### src/rtl/kseg_pkg.sv
package kseg_pkg;
    typedef enum logic [1:0] {
        ST_IDLE = 2'd0,
        ST_RESP = 2'd1,
        ST_PAGE = 2'd2
    } kseg_state_e;

    typedef enum logic [1:0] {
        K_LINEAR = 2'd0,
        K_PAGED  = 2'd1,
        K_DENY   = 2'd2
    } kseg_kind_e;

    localparam logic [1:0] CFG_MODE    = 2'd0;
    localparam logic [1:0] CFG_BASE_LO = 2'd1;
    localparam logic [1:0] CFG_BASE_HI = 2'd2;
endpackage

### src/rtl/kseg_regs.sv
module kseg_regs
    import kseg_pkg::*;
#(
    parameter int SEG_W  = 4,
    parameter int DATA_W = 32
) (
    input  logic                        clk,
    input  logic                        rst_n,
    input  logic                        cfg_we,
    input  logic [1:0]                  cfg_sel,
    input  logic [DATA_W-1:0]           cfg_wdata,
    output logic [(1<<SEG_W)-1:0]       seg_paged,
    output logic [(1<<SEG_W)*SEG_W-1:0] base_flat
);
    localparam int NSEG   = 1 << SEG_W;
    localparam int BASE_W = (NSEG / 2) * SEG_W;

    function automatic logic [NSEG*SEG_W-1:0] ident_bases();
        logic [NSEG*SEG_W-1:0] v;
        v = '0;
        for (int i = 0; i < NSEG; i++) begin
            v[i*SEG_W +: SEG_W] = SEG_W'(i);
        end
        return v;
    endfunction

    localparam logic [NSEG*SEG_W-1:0] RST_BASES = ident_bases();

    logic [NSEG-1:0]   mode_q;
    logic [BASE_W-1:0] base_lo_q;
    logic [BASE_W-1:0] base_hi_q;

    always_ff @(posedge clk) begin
        if (!rst_n) begin
            mode_q    <= '0;
            base_lo_q <= RST_BASES[BASE_W-1:0];
            base_hi_q <= RST_BASES[2*BASE_W-1:BASE_W];
        end else if (cfg_we) begin
            unique case (cfg_sel)
                CFG_MODE:    mode_q    <= cfg_wdata[NSEG-1:0];
                CFG_BASE_LO: base_lo_q <= cfg_wdata[BASE_W-1:0];
                CFG_BASE_HI: base_hi_q <= cfg_wdata[BASE_W-1:0];
                default: ;
            endcase
        end
    end

    assign seg_paged = mode_q;
    assign base_flat = {base_hi_q, base_lo_q};
endmodule

### src/rtl/kseg_lookup.sv
module kseg_lookup
    import kseg_pkg::*;
#(
    parameter int ADDR_W        = 32,
    parameter int SEG_W         = 4,
    parameter int USER_LAST_SEG = 10
) (
    input  logic [ADDR_W-1:0]           va,
    input  logic                        user,
    input  logic [(1<<SEG_W)-1:0]       seg_paged,
    input  logic [(1<<SEG_W)*SEG_W-1:0] base_flat,
    output kseg_kind_e                  kind,
    output logic [ADDR_W-1:0]           lin_pa
);
    logic [SEG_W-1:0] seg;
    logic [SEG_W-1:0] base;

    assign seg    = va[ADDR_W-1 -: SEG_W];
    assign base   = base_flat[int'(seg)*SEG_W +: SEG_W];
    assign lin_pa = {base, va[ADDR_W-SEG_W-1:0]};

    always_comb begin
        if (user && (seg > SEG_W'(USER_LAST_SEG))) begin
            kind = K_DENY;
        end else if (seg_paged[seg]) begin
            kind = K_PAGED;
        end else begin
            kind = K_LINEAR;
        end
    end
endmodule

### src/rtl/kseg_translator.sv
module kseg_translator
    import kseg_pkg::*;
#(
    parameter int ADDR_W        = 32,
    parameter int SEG_W         = 4,
    parameter int PAGE_BITS     = 13,
    parameter int USER_LAST_SEG = 10,
    parameter int DATA_W        = 32
) (
    input  logic              clk,
    input  logic              rst_n,
    input  logic              req_valid,
    input  logic [ADDR_W-1:0] req_addr,
    input  logic              req_user,
    output logic              req_ready,
    output logic              rsp_valid,
    output logic [ADDR_W-1:0] rsp_addr,
    output logic              rsp_fault,
    output logic              pg_req_valid,
    output logic [ADDR_W-1:0] pg_req_addr,
    input  logic              pg_rsp_valid,
    input  logic [ADDR_W-1:0] pg_rsp_addr,
    input  logic              pg_rsp_fault,
    input  logic              cfg_we,
    input  logic [1:0]        cfg_sel,
    input  logic [DATA_W-1:0] cfg_wdata
);
    localparam int NSEG = 1 << SEG_W;

    kseg_state_e              state_q, state_d;
    kseg_kind_e               kind;
    logic [NSEG-1:0]          seg_paged;
    logic [NSEG*SEG_W-1:0]    base_flat;
    logic [ADDR_W-1:0]        lin_pa;
    logic [ADDR_W-1:0]        va_q;
    logic [ADDR_W-1:0]        rsp_addr_q;
    logic                     rsp_fault_q;
    logic                     accept;
    logic                     pg_low_unused;

    kseg_regs #(.SEG_W(SEG_W), .DATA_W(DATA_W)) u_regs (
        .clk       (clk),
        .rst_n     (rst_n),
        .cfg_we    (cfg_we),
        .cfg_sel   (cfg_sel),
        .cfg_wdata (cfg_wdata),
        .seg_paged (seg_paged),
        .base_flat (base_flat)
    );

    kseg_lookup #(
        .ADDR_W(ADDR_W), .SEG_W(SEG_W), .USER_LAST_SEG(USER_LAST_SEG)
    ) u_lookup (
        .va        (req_addr),
        .user      (req_user),
        .seg_paged (seg_paged),
        .base_flat (base_flat),
        .kind      (kind),
        .lin_pa    (lin_pa)
    );

    assign accept        = req_valid && (state_q == ST_IDLE);
    assign pg_low_unused = ^pg_rsp_addr[PAGE_BITS-1:0];

    // State register
    always_ff @(posedge clk) begin
        if (!rst_n) state_q <= ST_IDLE;
        else        state_q <= state_d;
    end

    // Next state
    always_comb begin
        state_d = state_q;
        unique case (state_q)
            ST_IDLE: if (accept) state_d = (kind == K_PAGED) ? ST_PAGE : ST_RESP;
            ST_PAGE: if (pg_rsp_valid) state_d = ST_RESP;
            ST_RESP: state_d = ST_IDLE;
            default: state_d = ST_IDLE;
        endcase
    end

    // Outputs decoded from state
    always_comb begin
        req_ready    = 1'b0;
        rsp_valid    = 1'b0;
        pg_req_valid = 1'b0;
        unique case (state_q)
            ST_IDLE: req_ready    = 1'b1;
            ST_RESP: rsp_valid    = 1'b1;
            ST_PAGE: pg_req_valid = 1'b1;
            default: ;
        endcase
    end

    // Request and result holding registers
    always_ff @(posedge clk) begin
        if (!rst_n) begin
            va_q        <= '0;
            rsp_addr_q  <= '0;
            rsp_fault_q <= 1'b0;
        end else if (accept) begin
            va_q        <= req_addr;
            rsp_addr_q  <= (kind == K_LINEAR) ? lin_pa : '0;
            rsp_fault_q <= (kind == K_DENY);
        end else if ((state_q == ST_PAGE) && pg_rsp_valid) begin
            rsp_addr_q  <= pg_rsp_fault ? '0
                         : {pg_rsp_addr[ADDR_W-1:PAGE_BITS], va_q[PAGE_BITS-1:0]};
            rsp_fault_q <= pg_rsp_fault;
        end
    end

    assign rsp_addr    = rsp_addr_q;
    assign rsp_fault   = rsp_fault_q;
    assign pg_req_addr = va_q;
endmodule

### config.mk
export PLATFORM = sky130hd
export DESIGN_NAME = kseg_translator
export DESIGN_NICKNAME = d
export VERILOG_FILES = /design/src/rtl/kseg_pkg.sv /design/src/rtl/kseg_regs.sv /design/src/rtl/kseg_lookup.sv /design/src/rtl/kseg_translator.sv
export SDC_FILE = /design/constraint.sdc
export NUM_CORES = 1
export LEC_CHECK = 0
export ABC_AREA = 1
export CAP_MARGIN = 40
export CORE_UTILIZATION = 43
export CTS_CLUSTER_DIAMETER = 200
export DETAILED_ROUTE_END_ITERATION = 12
export DONT_BUFFER_PORTS = 1
export GPL_TIMING_DRIVEN = 1
export REMOVE_ABC_BUFFERS = 1
export SLEW_MARGIN = 0
export SYNTH_ARGS = -nofsm -noshare
export SYNTH_HDL_FRONTEND = slang
export SYNTH_SLANG_ARGS = --single-unit
### constraint.sdc
create_clock -name clk -period 1.99 [get_ports clk]
set_input_delay 0.398 -clock clk [delete_from_list [all_inputs] [get_ports clk]]
set_output_delay 0.398 -clock clk [all_outputs]
set_load 0.05 [all_outputs]
# After elaboration in Yosys (flattened, before gate mapping)
# Index checks and enable logic that the tools add are counted.
# classes
magnitude_cmp	2
div_mod_pow	0
muxes	17
n_bitwise	0
n_eq_ne	8
addsub	0
n_reduce_logical	11
n_mul	0
shifts	1
# ops
op	n
32-bit 2-to-1 mux	4
64-bit by 7-bit variable part select with 4-bit output	1
2-bit 2-to-1 mux	4
2-bit AND reduction	4
1-bit 2-to-1 mux	7
2-bit by 1-bit == test with 1-bit output, second input constant	3
2-bit == test, second input constant	3
2-bit zero test	3
4-bit by 5-bit < comparator with 1-bit output, second input constant	1
1-bit binary-select mux with 4-bit select	1
4-bit > comparator, second input constant	1
2-bit inequality test, second input constant	2
2-bit case mux with 2 select lines	1
1-bit logical AND	3
2-bit nonzero test	1
# totals
memories	0
input_bits	105
romBits	0
reg_bits	147
latchBits	0
out_inout_bits	68
ram_bits	0
elab_cells	46

# Logic depth before layout (Yosys ltp)
# logic_depth
ltp_word	8
mapped_depth	14
depth_no_buf	11

# Modules after synthesis
# Synthesis repeated with hierarchy kept, for this count alone.
# unflattened
cells_unflattened	1276
area_unflattened_um2	7855.0
# by_module_without_submodules
mod	area_each_um2	cells_each	seq_area_each_um2	n_inst
kseg_translator	3419.5	553	1341.3	1
kseg_regs	3176.8	456	1601.5	1
kseg_lookup	1258.7	267	0.0	1

# Worst setup path after synthesis
# No wires, ideal clock.
# synth_timing
path_kind	reg2reg
startpoint	register state_q[0]
endpoint	register rsp_addr_q[20] (netlist: rsp_addr[20])
t_arrival_ns	2.007
setup_time_ns	0.122
path_stages_with_launch	8
setup_slack_ns	-0.139
n_path_buf	1
required_time_ns	1.868
path_cell_list	dfxtp_1 > nor2_1 > nand2_1 > nand2_1 > inv_1 > buf_2 > a21oi_1 > a21oi_2
# synth_via
elab_chain_cells	3
word_cells_on_any_way	6
cone_classes	1 x eq/ne; 1 x mux; 4 x reduce/logical
# synth_rtl
element	line_no	source
start: declaration	kseg_translator.sv:30	kseg_state_e state_q, state_d;
start signal: assignment	kseg_translator.sv:68	else state_q <= state_d;
2-bit == test or 2-bit zero test (tied branches)	kseg_translator.sv:105, kseg_translator.sv:62	
1-bit logical AND, on equally long branches	kseg_translator.sv:105, kseg_translator.sv:62	
2-bit nonzero test (no line) or 32-bit 2-to-1 mux (tied branches)	n/a	
end signal: assignment	kseg_translator.sv:103	rsp_addr_q <= (kind == K_LINEAR) ? lin_pa : '0;
end signal: assignment	kseg_translator.sv:106	rsp_addr_q <= pg_rsp_fault ? '0
end: declaration	kseg_translator.sv:36	logic [ADDR_W-1:0] rsp_addr_q;
# Parallel ways exist; a longest one is shown, timed or not.
# A chain may end at the register's enable or synchronous reset.

# Final worst setup path
# layout_timing
startpoint	register state_q[0]
endpoint	register rsp_addr_q[11] (netlist: rsp_addr[11])
# The elaborated chain is that of the path after synthesis.

==> impl_metrics.toml <==
[clock_network]
htreeDepth = 4
cts_buffers = 17
cts_tree = "yes"
insertion_delay_ns = 0.42
cts_setup_buffers = 0
ctsHoldBuffers = 0
clock_sinks = 147
cts_resized = 0
clockBufferDepth = 2
cts_root_buf = "clkbuf_16"
clkTransAtPathRegs_ns = 0.06

[placement]
portBuffers = 0
dp_slack_ns = 0.153
dp_hpwl_um = 11300
routabilityCongestion = 0.759

[synth]
synthTopCellsByCount = "nand2_1 (229), dfxtp_1 (147), a21oi_1 (106)"
yosysUniqueCellTypes = 25
synthFlopType = "dfxtp_1"
yosysMostFrequentCell = "nand2_1"
ys_ff_latch = 147
ys_warn_count = 0
avgSynthCellArea_um2 = 7.00
ys_seq_area_share_pct = 45.5
synthTopCellsByArea = "dfxtp_1 (45%), nand2_1 (13%), a21oi_1 (8.2%), nand3_1 (7.7%), o21ai_0 (6.7%)"
netlist_instances = 925
synth_area_um2 = 6470
yosysTopAreaCellShare_pct = 45.5
yosys.area.top_type = "dfxtp_1"
synthArstFlopShare_pct = 0
synth_edf_count = 0

[layout]
n_antenna_cell = 0
fin_nets = 1005
num-fill-cells = 1503
seqCellArea_um2 = 2940
area_growth_pct = 10.2
utilization_pct = 48.9
drive_above_1_share_pct = 8.33
multi_input_area_um2 = 2920

[routing]
postRouteWirelength_um = 18000
met2_length_um = 8110
vias_per_cell = 5.25
route.detailed.drc = 0
ant_nets = 0
wire_per_inst_um = 16.5
first_iter_violations = 420
wl_met3_um = 1190
dr_total_vias = 5750
met1_length_um = 8470
dr.max_layer_used = "met4"
dr.pass1.iters = 6

[critical_path]
critPathMaxFanout = 32
arrival_ns = 2.04
crit_path_end_kind = "flip-flop"
worstPathRequired_ns = 2.34
r2r-start = "state_q[0]$_SDFFE_PN0P_"
regToRegSetupSlack_ns = 0.30
criticalPathCategory = "reg2reg"
reg2reg_depth = 8
worst_r2r_endpoint = "rsp_addr[11]$_SDFFE_PN0P_"
critPathLaunchType = "flip-flop"

[timing]
holdWs_ns = 0.0922
fmax_mhz = 593
slew_headroom_pct = 42.6
skew_ns = 0.0106
period_share_pct = 84.8
rsz0062_at_grt = "no"
setup_violations = 0
setup_slack_ns = 0.303
hold_violations = 0
finalCriticalPeriod_ns = 1.69
slew_violations = 0
worst_slew_pin_slew_ns = 0.861
setup_tns_ns = 0

[grt]
grt_pass1_wl_um = 29400
grt_antenna_before_repair = 0
grt_usage_pct = 23.9
grt_pass1_vias = 5496
grt_max_degree = 117
grt_overflow = 0

[die]
die_h_um = 125
initial_core_util_pct = 44.4
pin_count = 173
core_area_um2 = 14600
die_w_um = 125
num_rows = 44
dieArea_um2 = 15600

[worst_hold_path]
worst_hold_startpoint = "cfg_wdata[13]"
hp-class = "in2reg"
holdPathStages = 2
hold_end = "u_regs.base_hi_q[13]$_SDFFE_PN1P_"

[power_and_ir_drop]
powerDensity_nw_per_um2 = 1070
total_leakage_power_nw = 3.21
ir_drop_v = 0.000661
total_power_mw = 7.66

[run_status]
outcome = "finished clean"

[job]
max_cap_violations = 0
[stage by stage]
step	cells	area, um2
4_1_cts	1096	7120
5_1_grt	1096	7130
2_1_floorplan	858	6140
3_5_place_dp	1065	6570
6_report	1096	7130
3_3_place_gp	1065	6570
[layout make-up]
class	instances	share of cell area, %
clock buffers	26	7.00
clock inverters	5	0.702
inverters	75	3.98
multi-input cells	636	41.0
flip-flops and latches	147	41.3
well taps	184	3.23
repair buffers	23	2.82
[sequential cells by signal, indices dropped and copies added, names as in the netlist]
name and count:
pg_req_addr 32, rsp_addr 32, rsp_fault 1, state_q 2, u_regs.base_hi_q 32, u_regs.base_lo_q 32, u_regs.seg_paged 16
[report_power, final]
group	internal [mW]	total, mW	switching, mW
sequential	3.16	3.75	0.590
clock	1.84	3.02	1.18
combinational	0.308	0.887	0.579
total	5.31	7.66	2.35
[cells in the final DEF (no fill, tap or decap), drive strengths merged, types with 2 or more instances in the layout]
master	instances
o21ai	87
a21oi	116
buf	23
nand2	230
nor2	82
nor3	2
clkbuf	26
nand3	110
o211ai	7
inv	74
dfxtp	147
clkinv	5
[worst max-delay path, stage by stage, from the launching register on]
cell     delay (ns)
dfxtp_1        0.32
nor2_1         0.06
nand2_1        0.10
buf_6          0.29
nand2_1        0.12
inv_1          0.19
buf_4          0.29
a21oi_1        0.07
a21oi_1        0.17
[per-layer routing]
layer	vias to the layer above	track usage (%)
met3	20	7.60
met1	2637	31.4
met2	146	37.0
met4	0	7.51
li1	2947	-
met5	-	0
[logic make-up after synthesis]
family / count (synthesis) / share of synthesized area, %
buf+inv: 142 / 9.53
compound gates: 211 / 17.2
flops: 147 / 45.5
simple gates: 425 / 27.8
[worst max-delay path by stage]
stage | from | to
after global placement | req_valid | rsp_addr[10]$_SDFFE_PN0P_
after detailed placement | req_valid | rsp_addr[10]$_SDFFE_PN0P_
after CTS | state_q[0]$_SDFFE_PN0P_ | rsp_addr[9]$_SDFFE_PN0P_
after global routing | state_q[1]$_SDFFE_PN0P_ | rsp_addr[11]$_SDFFE_PN0P_
after floorplan | state_q[0]$_SDFFE_PN0P_ | rsp_addr[31]$_SDFFE_PN0P_
final | state_q[0]$_SDFFE_PN0P_ | rsp_addr[11]$_SDFFE_PN0P_
(Power assumes the default switching activity.)
